[src/rtl/ocg_pkg.sv]
`timescale 1ns/1ps
package ocg_pkg;

  // Reason a gate pulse ended at a given edge.
  typedef enum logic [1:0] {
    END_NONE  = 2'd0,
    END_MAXON = 2'd1,
    END_TRIP  = 2'd2
  } end_cause_e;

endpackage

[src/rtl/ocg_sync.sv]
`timescale 1ns/1ps
module ocg_sync #(
  parameter int   STAGES  = 2,
  parameter logic RST_VAL = 1'b1
) (
  input  logic clk,
  input  logic rst,
  input  logic d_i,
  output logic q_o
);

  logic [STAGES-1:0] shreg;

  generate
    if (STAGES == 1) begin : g_one
      always_ff @(posedge clk) begin
        if (rst) shreg <= RST_VAL;
        else     shreg <= d_i;
      end
    end else begin : g_many
      always_ff @(posedge clk) begin
        if (rst) shreg <= {STAGES{RST_VAL}};
        else     shreg <= {shreg[STAGES-2:0], d_i};
      end
    end
  endgenerate

  assign q_o = shreg[STAGES-1];

endmodule

[src/rtl/ocg_period_timer.sv]
`timescale 1ns/1ps
module ocg_period_timer #(
  parameter int CNT_W = 16
) (
  input  logic             clk,
  input  logic             rst,
  input  logic [CNT_W-1:0] per_eff_i,
  output logic             start_o
);

  logic [CNT_W-1:0] pcnt;
  logic [CNT_W-1:0] per_q;
  logic [CNT_W-1:0] per_use;

  assign start_o = (pcnt == '0);
  // the new period length applies from the start edge on
  assign per_use = start_o ? per_eff_i : per_q;

  always_ff @(posedge clk) begin
    if (rst) begin
      pcnt  <= '0;
      per_q <= CNT_W'(2);
    end else begin
      if (start_o) per_q <= per_eff_i;
      if (pcnt == per_use - CNT_W'(1)) pcnt <= '0;
      else                             pcnt <= pcnt + CNT_W'(1);
    end
  end


  period_min_chk: assert property (@(posedge clk) disable iff (rst)
    per_q >= CNT_W'(2));

endmodule

[src/rtl/ocg_gate_latch.sv]
`timescale 1ns/1ps
module ocg_gate_latch
  import ocg_pkg::*;
#(
  parameter int CNT_W = 16
) (
  input  logic             clk,
  input  logic             rst,
  input  logic             start_i,
  input  logic [CNT_W-1:0] mo_eff_i,
  input  logic [CNT_W-1:0] bl_eff_i,
  input  logic             oc_sync_n_i,
  output logic             gate_o,
  output logic             valid_o,
  output logic             trip_o
);

  logic             gate_q, valid_q, trip_q;
  logic [CNT_W-1:0] on_cnt, mo_q, bl_q;

  logic             gate_d;
  logic [CNT_W-1:0] on_d, mo_d, bl_d;
  logic             qual, at_max;
  end_cause_e       cause;

  assign qual   = gate_q && (on_cnt > bl_q) && !oc_sync_n_i;
  assign at_max = gate_q && (on_cnt == mo_q);

  always_comb begin
    if (qual)        cause = END_TRIP;
    else if (at_max) cause = END_MAXON;
    else             cause = END_NONE;
  end

  always_comb begin
    gate_d = gate_q;
    on_d   = on_cnt;
    mo_d   = mo_q;
    bl_d   = bl_q;
    if (cause != END_NONE) begin
      // a reset of the latch wins over a set
      gate_d = 1'b0;
      on_d   = '0;
    end else if (start_i) begin
      gate_d = 1'b1;
      on_d   = CNT_W'(1);
      mo_d   = mo_eff_i;
      bl_d   = bl_eff_i;
    end else if (gate_q) begin
      on_d   = on_cnt + CNT_W'(1);
    end
  end

  always_ff @(posedge clk) begin
    if (rst) begin
      gate_q  <= 1'b0;
      valid_q <= 1'b0;
      trip_q  <= 1'b0;
      on_cnt  <= '0;
      mo_q    <= CNT_W'(1);
      bl_q    <= '0;
    end else begin
      gate_q  <= gate_d;
      valid_q <= gate_d && (on_d > bl_d);
      trip_q  <= (cause == END_TRIP);
      on_cnt  <= on_d;
      mo_q    <= mo_d;
      bl_q    <= bl_d;
    end
  end

  assign gate_o  = gate_q;
  assign valid_o = valid_q;
  assign trip_o  = trip_q;


  on_time_limit_chk: assert property (@(posedge clk) disable iff (rst)
    gate_q |-> (on_cnt >= CNT_W'(1)) && (on_cnt <= mo_q));


  valid_window_chk: assert property (@(posedge clk) disable iff (rst)
    valid_q |-> gate_q && (on_cnt > bl_q));


  trip_single_chk: assert property (@(posedge clk) disable iff (rst)
    trip_q |=> !trip_q);


  trip_gate_off_chk: assert property (@(posedge clk) disable iff (rst)
    trip_q |-> !gate_q && $fell(gate_q));

endmodule

[src/rtl/ocg_gate_ctrl.sv]
`timescale 1ns/1ps
module ocg_gate_ctrl #(
  parameter int CNT_W       = 16,
  parameter int SYNC_STAGES = 2
) (
  input  logic             clk,
  input  logic             rst,
  input  logic [CNT_W-1:0] cfg_period_i,
  input  logic [CNT_W-1:0] cfg_max_on_i,
  input  logic [CNT_W-1:0] cfg_blank_i,
  input  logic             oc_n_i,
  output logic             gate_o,
  output logic             oc_valid_o,
  output logic             trip_o
);

  localparam logic [CNT_W-1:0] MIN_PERIOD = CNT_W'(2);

  logic [CNT_W-1:0] per_eff, mo_eff, bl_eff;
  logic             start, oc_sync_n;

  // clamp the configuration to values that keep one off-cycle per period
  always_comb begin
    per_eff = (cfg_period_i < MIN_PERIOD) ? MIN_PERIOD : cfg_period_i;
    if (cfg_max_on_i == '0)          mo_eff = CNT_W'(1);
    else if (cfg_max_on_i >= per_eff) mo_eff = per_eff - CNT_W'(1);
    else                              mo_eff = cfg_max_on_i;
    bl_eff = (cfg_blank_i >= mo_eff) ? mo_eff - CNT_W'(1) : cfg_blank_i;
  end

  ocg_sync #(
    .STAGES  (SYNC_STAGES),
    .RST_VAL (1'b1)
  ) oc_sync_i (
    .clk (clk),
    .rst (rst),
    .d_i (oc_n_i),
    .q_o (oc_sync_n)
  );

  ocg_period_timer #(
    .CNT_W (CNT_W)
  ) timer_i (
    .clk       (clk),
    .rst       (rst),
    .per_eff_i (per_eff),
    .start_o   (start)
  );

  ocg_gate_latch #(
    .CNT_W (CNT_W)
  ) latch_i (
    .clk         (clk),
    .rst         (rst),
    .start_i     (start),
    .mo_eff_i    (mo_eff),
    .bl_eff_i    (bl_eff),
    .oc_sync_n_i (oc_sync_n),
    .gate_o      (gate_o),
    .valid_o     (oc_valid_o),
    .trip_o      (trip_o)
  );


  reset_quiet_chk: assert property (@(posedge clk)
    rst |=> !gate_o && !oc_valid_o && !trip_o);


  rise_at_start_chk: assert property (@(posedge clk) disable iff (rst)
    $rose(gate_o) |-> $past(start));


  valid_needs_gate_chk: assert property (@(posedge clk) disable iff (rst)
    !gate_o |-> !oc_valid_o);

endmodule

[config.mk]
export PLATFORM = sky130hd
export DESIGN_NAME = ocg_gate_ctrl
export DESIGN_NICKNAME = d
export VERILOG_FILES = /design/src/rtl/ocg_pkg.sv /design/src/rtl/ocg_sync.sv /design/src/rtl/ocg_period_timer.sv /design/src/rtl/ocg_gate_latch.sv /design/src/rtl/ocg_gate_ctrl.sv
export SDC_FILE = /design/constraint.sdc
export NUM_CORES = 1
export LEC_CHECK = 0
export BUFFER_PORTS_ARGS = -buffer_cell sky130_fd_sc_hd__buf_4
export CAP_MARGIN = 20
export CORE_ASPECT_RATIO = 1.5
export CORE_MARGIN = 8
export CORE_UTILIZATION = 45
export CTS_CLUSTER_DIAMETER = 60
export DETAILED_ROUTE_END_ITERATION = 6
export PLACE_DENSITY = 0.65
export SYNTH_ARGS = -nofsm -noshare
export SYNTH_HDL_FRONTEND = slang
export SYNTH_SLANG_ARGS = --single-unit
export TNS_END_PERCENT = 20
[constraint.sdc]
create_clock -name clk -period 7.2 [get_ports clk]
set_clock_uncertainty 0.15 [all_clocks]
set_input_delay 1.44 -clock clk [delete_from_list [all_inputs] [get_ports clk]]
set_output_delay 1.44 -clock clk [all_outputs]
set_load 0.05 [all_outputs]
==> metrics.cfg, run 1 <==
[pwr]
finalPower_mw = 1.67
p_leak_nw = 3.65
internal_power_mw = 1.05
cellPowerDensity_mw_per_mm2 = 197
switching_power_mw = 0.616
ir_drop_mv = 0.113
clkPwrFrac_pct = 28.0
pwr-share-comb_pct = 39.2
p_sw_share_pct = 36.9
seq_power_share_pct = 32.8

[outcome]
status = complete, no violations

[synth]
ys_seq_area_share_pct = 24.3
avgSynthCellArea_um2 = 7.89
synth.distinct_cells = 74
synth_area_mm2 = 0.00699
synthMuxAreaShare_pct = 4.01
synth_top_family_by_area = simple AND/OR/NAND/NOR gates
ys_ff_latch = 85
netlist_top_cells_area = dfxtp_1, ha_1, nor2_1
synth_top_area_share_pct = 24.3
syn_inst = 886
synth-edff-count = 0
synth_compound_area_share_pct = 17.0
synthXorXnorAreaFrac_pct = 11.3
synthAdderAreaFrac_pct = 12.5
synthSimpleGateAreaFrac_pct = 25.7
synth_fp_nets = 1007
synth_top_area_cell = dfxtp_1
yosysWarnings = 0
synthFlopType = dfxtp_1
synthArstFlopShare_pct = 0

[sta]
drv_slew = 0
period_needed_ns = 6.92
holdWs_ns = 0.258
finalCritPeriodShare_pct = 96.1
setup_violations = 0
hold_viol_final = 0
tns_ns = 0
slew_headroom_pct = 38.9
timing.fmax_ghz = 0.145
tightestPinTransition_ns = 0.914

[placed_design]
hpwl_um = 17000
routabilityCongestion = 0.863
postPlaceCellArea_mm2 = 0.00803
io_buffer_count = 53

[clocking]
cts_buffers = 9
max-clock-path-buffers = 2
clock_sinks = 85
insertion_delay_ns = 0.35
cts_tree = yes
cts_hold_buf = 0
cts-root-buf = clkbuf_16
htree_levels = 3
cts.clk_slew.worst_paths_ns = 0.07

[floorplanning]
coreArea_mm2 = 0.0154
start_util_pct = 45.3
die_width_um = 118
num_rows = 56
die_h_um = 169
die-area_mm2 = 0.0199
io_pins = 54

[critical_path]
cp_data_required_time_ns = 7.29
cp-start-kind = input port
cp_slowest_cell = a2111oi_4
worst_path_dominant_cell_family = compound AO/OA/AOI/OAI gates
crit_type = input port to flip-flop
critPathMaxStageDelay_ns = 0.37
end_kind = flip-flop
crit_arrival_ns = 7.01
critPathBufInv = 6
path_max_fanout = 7

[drt]
detail_route.wl_per_cell_um = 17.8
detail_route.first_pass.iterations = 6
drt_iter0_drc = 313
drt-vias-per-instance = 5.62
num_vias = 6684
ant_nets = 0
drt-total-wl_um = 21200
drc = 0

[cells_and_area]
utilization_pct = 55.1
drive_above_1_share_pct = 21.2
regArea_mm2 = 0.00170
syn_to_final_growth_pct = 21.6
final_net_count = 1103
final_cell_area_mm2 = 0.00850
multi_input_area_mm2 = 0.00509
n_antenna_cell = 0
fillCellCount = 1528

[global_route]
grt_usage_pct = 21.2
globalRouteOverflowTotal = 0
grt_use_met3_pct = 2.83
grt_pass1_wl_um = 34000
grt_max_degree = 70
grt.busiest_layer = met2
grt_pass1_vias = 6896
gr-usage-met2_pct = 41.8
antenna_found_initial = 0
use_met1_pct = 20.5

[job]
drv_cap = 0

[min_path]
min_path_type = flip-flop to flip-flop

path summary, 6_finish.rpt:
path / start / to / slack, ns / cells past startpoint
setup / recovery: cfg_period_i[13] / latch_i.valid_o$_SDFF_PP0_ / 0.28 / 34
hold / removal: oc_sync_i.shreg[0]$_SDFF_PP1_ / oc_sync_i.shreg[1]$_SDFF_PP1_ / 0.26 / 1
setup reg to reg: latch_i.on_cnt[7]$_SDFF_PP0_ / latch_i.valid_o$_SDFF_PP0_ / 2.13 / 17
hold reg to reg: oc_sync_i.shreg[0]$_SDFF_PP1_ / oc_sync_i.shreg[1]$_SDFF_PP1_ / 0.26 / 1
per-stage QoR:
step,setup WS (ns),instances
after detailed placement,-0.243,1170
after global routing,-0.0409,1190
after CTS,0.121,1186
after floorplan,0.0261,886
final,0.281,1190
after global placement,-0.153,1170
state kept, by name, indices dropped and copies added, names as in the netlist:
| signal | count |
|---|---|
| timer_i.per_q | 16 |
| latch_i.trip_o | 1 |
| oc_sync_i.shreg | 2 |
| latch_i.on_cnt | 16 |
| latch_i.bl_q | 16 |
| latch_i.valid_o | 1 |
| timer_i.pcnt | 16 |
| latch_i.gate_o | 1 |
| latch_i.mo_q | 16 |
cell usage in the layout, fill, tap and decap left out, types with 5 or more instances in the layout:
cell type / netlist / final
nand3_1: 26 / 26
nand2_1: 47 / 45
nor2_2: 10 / 11
o21ai_0: 27 / 19
a21oi_2: 1 / 6
nor2b_1: 10 / 10
a21o_1: 16 / 15
xor2_1: 42 / 42
a22o_1: 6 / 6
o211ai_1: 5 / 5
ha_1: 70 / 70
buf_4: 1 / 122
and3_1: 14 / 14
dfxtp_1: 85 / 85
inv_1: 43 / 42
nor4_1: 10 / 8
nand4_1: 25 / 25
o21ai_1: 1 / 7
nor2_1: 122 / 121
a31oi_1: 8 / 8
a21oi_1: 62 / 56
xnor2_1: 48 / 48
o21a_1: 6 / 6
mux2i_1: 21 / 20
or2_2: 7 / 7
clkbuf_16: 0 / 11
a211oi_2: 0 / 5
and2_1: 11 / 10
nand2b_1: 6 / 5
nor3_1: 38 / 37
and4_1: 6 / 6
cells in the mapped netlist, types with 5 or more instances:
library cell / n
nand4_1: 25
dfxtp_1: 85
nor2_1: 122
xnor2_1: 48
a31oi_1: 8
nor3_1: 38
nand2_1: 47
inv_1: 43
nand3_1: 26
nor4_1: 10
a21oi_1: 62
mux2i_1: 21
nor2b_1: 10
xor2_1: 42
nand2b_1: 6
o21a_1: 6
ha_1: 70
nor2_2: 10
and4_1: 6
or2_2: 7
a211oi_1: 9
o21ai_0: 27
o211ai_1: 5
clkbuf_1: 30
a22o_1: 6
and3_1: 14
a21o_1: 16
and2_1: 11
final cells by class:
cell class	count	area share (%)
tap	203	2.99
inverter	43	1.90
clock buffer	10	2.81
clock inverter	6	0.633
timing repair buffer	126	11.7
multi-input combinational	717	59.9
sequential	85	20.0
kinds of logic after synthesis:
kind of cell,count (synthesis)
simple gates,352
mux,26
compound gates,179
flops,85
fa+ha+maj,70
buf+inv,84
xor+xnor,90
power by group through the flow:
stage | clock [mW] | sequential, mW | combinational, mW
after floorplan | 0 | 0.547 | 0.413
after global placement | 0 | 0.558 | 0.612
after detailed placement | 0 | 0.558 | 0.622
after CTS | 0.474 | 0.548 | 0.626
after global routing | 0.493 | 0.553 | 0.725
final | 0.468 | 0.548 | 0.654
layer usage:
metal  up-vias  share of wire (%)
met2       150                 55
met4         0                6.0
li1       3363                  -
met1      3094                 36
met5         -                  0
met3        77                2.9
timing repair:
action / CTS / global route
endpoints found under the setup margin: 0 / 1
setup buffers: 0 / 3
resized for setup: 0 / 28
No activity file was read; power rests on OpenSTA's default activity.
==> inputs of run 2 (changes only) <==
--- a/config.mk
+++ b/config.mk
@@ -5,6 +5,7 @@
 export SDC_FILE = /design/constraint.sdc
 export NUM_CORES = 1
 export LEC_CHECK = 0
+export ABC_AREA = 1
 export BUFFER_PORTS_ARGS = -buffer_cell sky130_fd_sc_hd__buf_4
 export CAP_MARGIN = 20
 export CORE_ASPECT_RATIO = 1.5
@@ -12,7 +13,6 @@
 export CORE_UTILIZATION = 45
 export CTS_CLUSTER_DIAMETER = 60
 export DETAILED_ROUTE_END_ITERATION = 6
-export PLACE_DENSITY = 0.65
 export SYNTH_ARGS = -nofsm -noshare
 export SYNTH_HDL_FRONTEND = slang
 export SYNTH_SLANG_ARGS = --single-unit
==> run 2 against run 1 <==
Against the previous run: cell count is 17% higher; final area shrank 3.9%; hold slack better by 0.014 ns; synthesized area up 4.5%; core utilization down 4.2 points; critical path depth increased by 3; sequential share of layout area rose by 0.81 points; sequential cell count unchanged; clock power grew 10%; synthesized cell count is 28% higher; global-route usage grew 0.63 points; largest power group unchanged.
==> metrics.cfg, run 2 <==
[sta]
setup_violations = 0  ; unchanged
tns_ns = 0  ; unchanged
period_needed_ns = 6.33  ; -0.584 ns
hold_viol_final = 0  ; unchanged
setup_ws_ns = 0.865  ; +0.584 ns
finalCritPeriodShare_pct = 88.0  ; -8.1 points
slew_headroom_pct = 35.0  ; -3.9 points
rsz0062_at_grt = no
drv_slew = 0  ; unchanged
tightestPinTransition_ns = 0.972  ; +0.0579 ns
timing.fmax_ghz = 0.158  ; +9.2%
holdWs_ns = 0.272  ; +0.0137 ns

[critical_path]
crit_top_cell = nand2_1
crit_arrival_ns = 6.43  ; -0.58 ns
end_kind = flip-flop
rr_endpoint = latch_i.valid_o$_SDFF_PP0_
rr_worst_depth = 19  ; +2
regToRegStartpoint = latch_i.on_cnt[0]$_SDFF_PP0_
path_max_fanout = 22  ; +15
critPathMaxStageDelay_ns = 0.42  ; +0.05 ns
cp-start-kind = input port
crit_type = input port to flip-flop
cp_slowest_cell = ha_1
cp_data_required_time_ns = 7.30  ; about the same
reg2reg_slack_ns = 2.71  ; +0.58 ns

[min_path]
hold_path_end = oc_sync_i.shreg[1]$_SDFF_PP1_
min_path_cells = 1  ; unchanged
min_from = oc_sync_i.shreg[0]$_SDFF_PP1_
min_path_type = flip-flop to flip-flop

[clocking]
htree_levels = 3  ; unchanged
cts.clk_slew.worst_paths_ns = 0.07  ; about the same
cts-root-buf = clkbuf_16
cts_buffers = 9  ; unchanged
cts_hold_buf = 0  ; unchanged
cts_resized = 0  ; unchanged
cts_tree = yes
max-clock-path-buffers = 2  ; unchanged
postCtsSetupBuffers = 0  ; unchanged
insertion_delay_ns = 0.36  ; about the same
clock_sinks = 85  ; unchanged

[synth]
synth_top_area_share_pct = 23.3  ; -1.0 points
synth.most_common_cell = nand2_1
synth_area_mm2 = 0.00730  ; +4.5%
syn_inst = 1138  ; +28%
synth_top_area_cell = dfxtp_1
synth_fp_nets = 1259  ; +25%
yosysWarnings = 0  ; unchanged
synth.distinct_cells = 44  ; -41%
synthFlopType = dfxtp_1
ys_seq_area_share_pct = 23.3  ; -1.0 points
ys_ff_latch = 85  ; unchanged
synthArstFlopShare_pct = 0  ; unchanged
netlist_top_cells_area = dfxtp_1, nand2_1, ha_1
avgSynthCellArea_um2 = 6.42  ; -19%
synth-edff-count = 0  ; unchanged
synthTopCellsByCount = nand2_1, nor2_1, inv_1, nand3_1, dfxtp_1

[outcome]
status = complete, no violations

[drt]
drt_iter0_drc = 464  ; +48%
num_vias = 7251  ; +8.5%
detail_route.first_pass.iterations = 5  ; -1
detail_route.wl_per_cell_um = 15.9  ; -10%
drt-total-wl_um = 22100  ; +4.5%
drt-vias-per-instance = 5.22  ; -7.1%
ant_nets = 0  ; unchanged
drc = 0  ; unchanged

[cells_and_area]
final_cells = 1389  ; +17%
syn_to_final_growth_pct = 11.8
n_antenna_cell = 0  ; unchanged
drive_above_1_share_pct = 12.2  ; -9.0 points
layout_common_cells = nand2_1, nor2_1, inv_1, nand3_1, dfxtp_1
final_common_cell = nand2_1
final_net_count = 1299  ; +18%

[global_route]
grt_usage_pct = 21.8  ; +0.63 points
globalRouteOverflowTotal = 0  ; unchanged
grt_pass1_wl_um = 35500  ; +4.4%
grt_max_degree = 51  ; -27%
antenna_found_initial = 0  ; unchanged
grt_pass1_vias = 6994  ; +1.4%

[placed_design]
io_buffer_count = 53  ; unchanged
placed_cells_incl_taps = 1373  ; +17%
routabilityCongestion = 0.908  ; +5.2%
hpwl_um = 17700  ; +3.8%
place_ws_ns = 0.495  ; +0.738 ns

[floorplanning]
num_rows = 57  ; +1.8%
start_util_pct = 45.5  ; +0.16 points
io_pins = 54  ; unchanged
die_width_um = 120  ; +1.9%
die-area_mm2 = 0.0206  ; +3.9%
die_h_um = 172  ; +2.0%
coreArea_mm2 = 0.0160  ; +4.1%

[pwr]
ir_drop_mv = 0.119  ; +5.6%
cellPowerDensity_mw_per_mm2 = 203  ; +3.4%
p_leak_nw = 3.87  ; +6.1%

[job]
drv_cap = 0  ; unchanged

-- run 2: changes by cell type in the layout (fill, tap and decap cells not counted), sizes merged, moves of 38 or more --
| cell | change |
|---|---|
| buf | -65 |
| inv | +108 |
| nand2 | +209 |
| nand3 | +67 |
| nor2 | +40 |
| xnor2 | -38 |
-- run 2: cell type report --
| class | instances | area (µm²) |
|---|---|---|
| inverters | 154 | 578 |
| clock inverters | 5 | 66.3 |
| clock buffers | 11 | 253 |
| multi-input cells | 869 | 4870 |
| fillers | 1724 | 7880 |
| repair buffers | 59 | 443 |
| flip-flops and latches | 85 | 1700 |
| well taps | 206 | 258 |
-- run 2: worst max-delay path: cells and delay by family --
kind                       cells  cell delay [ns]
and+or+nand+nor               27             3.04
adders and majority gates      3             0.98
buffers and inverters          4             0.68
AOI/OAI and AO/OA              3             0.29
-- run 2: how the worst max path moves through the flow --
stage / from / slack (ns) / cells after the start / end
2_1_floorplan: cfg_period_i[11] / 1.23 / 34 / latch_i.valid_o$_SDFF_PP0_
3_3_place_gp: cfg_period_i[11] / 0.54 / 37 / latch_i.valid_o$_SDFF_PP0_
3_5_place_dp: cfg_period_i[11] / 0.49 / 37 / latch_i.valid_o$_SDFF_PP0_
4_1_cts: cfg_period_i[11] / 0.88 / 37 / latch_i.valid_o$_SDFF_PP0_
5_1_grt: cfg_period_i[11] / 0.31 / 36 / latch_i.valid_o$_SDFF_PP0_
6_report: cfg_period_i[11] / 0.87 / 37 / latch_i.valid_o$_SDFF_PP0_
-- run 2: stage by stage --
| step | util (%) | instance area [µm²] | power [mW] |
|---|---|---|---|
| 2_1_floorplan | - | 7300 | 0.989 |
| 3_3_place_gp | 48.9 | 7850 | 1.15 |
| 3_5_place_dp | 48.9 | 7850 | 1.15 |
| 4_1_cts | 50.9 | 8170 | 1.67 |
| 5_1_grt | 50.9 | 8170 | 1.77 |
| 6_report | 50.9 | 8170 | 1.66 |
-- run 2: kinds of logic (layout without fill, tap and decap cells) --
kind of cell / count (synthesis) / count (layout) / synth area share (%)
buffers and inverters: 184 / 229 / 10.1
adder cells (fa/ha/maj): 70 / 70 / 12.0
AND/OR/NAND/NOR: 604 / 604 / 36.7
flip-flops: 85 / 85 / 23.3
XOR/XNOR: 52 / 52 / 6.24
AO/OA/AOI/OAI: 143 / 143 / 11.7
-- run 2: routing by layer --
layer  share of wire [%]  global-route usage, %  wire length (µm)  vias up
met2                  54                   42.3             11900      153
met1                  41                   23.0              8980     3269
li1                    -                      -                 -     3789
met4                 3.0                   9.05               660        0
met3                 2.5                   2.88               558       40
met5                   0                      0                 0        -
-- run 2: power by group --
part / leakage, nW / total [mW] / switching, mW / internal [mW]
combinational: 3.02 / 0.599 / 0.394 / 0.205
clock: 0.154 / 0.517 / 0.225 / 0.293
sequential: 0.698 / 0.544 / 0.0288 / 0.515
total: 3.87 / 1.66 / 0.648 / 1.01
==> inputs of run 3 (changes only) <==
--- a/config.mk
+++ b/config.mk
@@ -10,9 +10,11 @@
 export CAP_MARGIN = 20
 export CORE_ASPECT_RATIO = 1.5
 export CORE_MARGIN = 8
-export CORE_UTILIZATION = 45
+export CORE_UTILIZATION = 56
 export CTS_CLUSTER_DIAMETER = 60
 export DETAILED_ROUTE_END_ITERATION = 6
+export HOLD_SLACK_MARGIN = 0.15
+export PLACE_DENSITY = 0.78
 export SYNTH_ARGS = -nofsm -noshare
 export SYNTH_HDL_FRONTEND = slang
 export SYNTH_SLANG_ARGS = --single-unit
==> run 3 against run 2 <==
Against the previous run: combinational power barely moved; critical path depth fell by 5; hold slack got worse by 0.013 ns; non-clock buffer count stayed put; via count is 3.3% higher; routed wire length down 3.9%; core utilization up 12 points; fmax fell by 3.7%; register-to-register slack lost 0.08 ns; total power fell by 0.49%; clock power is 2% lower.
==> metrics.cfg, run 3 (synthesized netlist as in run 2, its figures left out) <==
[sta]
drv_slew = 0  ; unchanged
timing.fmax_ghz = 0.152  ; -3.7%
rsz0062_at_grt = no
finalCritPeriodShare_pct = 91.4  ; +3.4 points
setup_violations = 0  ; unchanged
hold_viol_final = 0  ; unchanged
slew_headroom_pct = 38.2  ; +3.2 points
period_needed_ns = 6.58  ; +0.243 ns
tns_ns = 0  ; unchanged
tightestPinTransition_ns = 0.924  ; -0.0479 ns

[clocking]
clock_sinks = 85  ; unchanged
max-clock-path-buffers = 2  ; unchanged
cts.clk_slew.worst_paths_ns = 0.06  ; about the same
insertion_delay_ns = 0.34  ; -0.02 ns
cts_resized = 0  ; unchanged
cts_tree = yes
cts-root-buf = clkbuf_16
cts_hold_buf = 0  ; unchanged
cts_buffers = 9  ; unchanged
postCtsSetupBuffers = 0  ; unchanged
htree_levels = 3  ; unchanged

[pwr]
pwr-share-comb_pct = 36.3  ; +0.2 points
p_sw_share_pct = 38.0  ; -0.96 points
seq_power_share_pct = 33.0  ; +0.2 points
clkPwrFrac_pct = 30.7  ; -0.5 points
finalPower_mw = 1.65  ; -0.49%
p_leak_nw = 3.87  ; about the same
ir_drop_mv = 0.112  ; -6.2%
internal_power_mw = 1.02  ; +1.1%
cellPowerDensity_mw_per_mm2 = 204  ; +0.31%
switching_power_mw = 0.628  ; -2.9%

[placed_design]
postPlaceCellArea_mm2 = 0.00779  ; -0.75%
hpwl_um = 17000  ; -4.2%
routabilityCongestion = 0.938  ; +3.4%
io_buffer_count = 53  ; unchanged

[global_route]
grt_pass1_vias = 7209  ; +3.1%
grt_usage_pct = 25.3  ; +3.5 points
antenna_found_initial = 0  ; unchanged
globalRouteOverflowTotal = 0  ; unchanged
grt_pass1_wl_um = 34200  ; -3.8%
grt_max_degree = 51  ; unchanged

[drt]
drt-vias-per-instance = 5.59  ; +7.0%
ant_nets = 0  ; unchanged
drc = 0  ; unchanged
detail_route.wl_per_cell_um = 15.8  ; -0.50%
drt-total-wl_um = 21200  ; -3.9%
drt_iter0_drc = 450  ; -3.0%
detail_route.first_pass.iterations = 5  ; unchanged
num_vias = 7490  ; +3.3%

[critical_path]
cp_slowest_cell = ha_1
critPathLaunch = cfg_period_i[11]
crit_type = input port to flip-flop
cp-start-kind = input port
crit_arrival_ns = 6.65  ; +0.22 ns
end_kind = flip-flop
critPathMaxStageDelay_ns = 0.38  ; -0.04 ns
cp_data_required_time_ns = 7.28  ; -0.02 ns
path_max_fanout = 22  ; unchanged
regToRegStartpoint = latch_i.on_cnt[0]$_SDFF_PP0_

[floorplanning]
num_rows = 51  ; -11%
die_h_um = 156  ; -9.4%
coreArea_mm2 = 0.0129  ; -20%
start_util_pct = 56.6  ; +11 points
die_width_um = 109  ; -9.0%
io_pins = 54  ; unchanged
die-area_mm2 = 0.0170  ; -18%

[cells_and_area]
drive_above_1_share_pct = 12.1  ; -0.074 points
n_antenna_cell = 0  ; unchanged
fillCellCount = 1293  ; -25%
syn_to_final_growth_pct = 11.0
final_cell_area_mm2 = 0.00810  ; -0.80%
final_common_cell = nand2_1
final_net_count = 1299  ; unchanged
layout_common_cells = nand2_1, nor2_1, inv_1, nand3_1, dfxtp_1

[min_path]
min_path_type = flip-flop to flip-flop
min_from = oc_sync_i.shreg[0]$_SDFF_PP1_

[job]
drv_cap = 0  ; unchanged

[outcome]
status = complete, no violations

==> run 3: changes by cell type in the layout (fill, tap and decap cells not counted) <==
cell | before | now
clkinv_2 | 0 | 2
clkbuf_8 | 2 | 0
bufinv_16 | 1 | 2
inv_8 | 1 | 0
clkinvlp_4 | 1 | 0
==> run 3: area by class of cell <==
| cell class | instances | area, µm² | share of cell area [%] |
|---|---|---|---|
| multi-input combinational | 869 | 4870 | 60.1 |
| sequential | 85 | 1700 | 21.0 |
| inverter | 154 | 578 | 7.14 |
| timing repair buffer | 59 | 443 | 5.47 |
| clock buffer | 9 | 225 | 2.78 |
| tap | 159 | 199 | 2.46 |
| clock inverter | 6 | 87.6 | 1.08 |
==> run 3: path summary, 6_finish.rpt <==
check	to	slack, ns	cells after the start
setup reg to reg	latch_i.valid_o$_SDFF_PP0_	2.63	19
hold reg to reg	oc_sync_i.shreg[1]$_SDFF_PP1_	0.26	1
hold / removal	oc_sync_i.shreg[1]$_SDFF_PP1_	0.26	1
setup / recovery	latch_i.valid_o$_SDFF_PP0_	0.62	32
==> run 3: metal layers <==
metal	vias to the layer above	share of wire (%)	GRT usage [%]	wire [µm]
li1	3784	-	-	-
met5	-	0	0	0
met2	269	51	45.5	10700
met4	0	7.0	17.6	1500
met1	3347	38	26.1	7970
met3	90	4.9	3.27	1050
==> run 3: worst max-delay path, delay by kind of cell <==
kind                       cells  cell delay, ns
AOI/OAI and AO/OA              2            0.21
adders and majority gates      3            0.94
buffers and inverters          5            0.95
and+or+nand+nor               22            3.10
==> run 3: power by group through the flow <==
stage                     Combinational, mW  Sequential (mW)  Clock [mW]
after floorplan                       0.442            0.547           0
after global placement                0.581            0.553           0
after detailed placement              0.591            0.554           0
after CTS                             0.597            0.544       0.513
after global routing                  0.675            0.550       0.531
final                                 0.600            0.545       0.507
==> run 3: metrics by stage <==
step | worst slack [ns] | hold WS (ns) | util, % | instances
2_1_floorplan | 1.23 | 0.239 | - | 1138
3_5_place_dp | 0.390 | 0.246 | 60.4 | 1326
3_3_place_gp | 0.517 | 0.255 | 60.4 | 1326
5_1_grt | 0.113 | 0.278 | 62.8 | 1341
4_1_cts | 0.730 | 0.262 | 62.8 | 1341
6_report | 0.622 | 0.259 | 62.8 | 1341
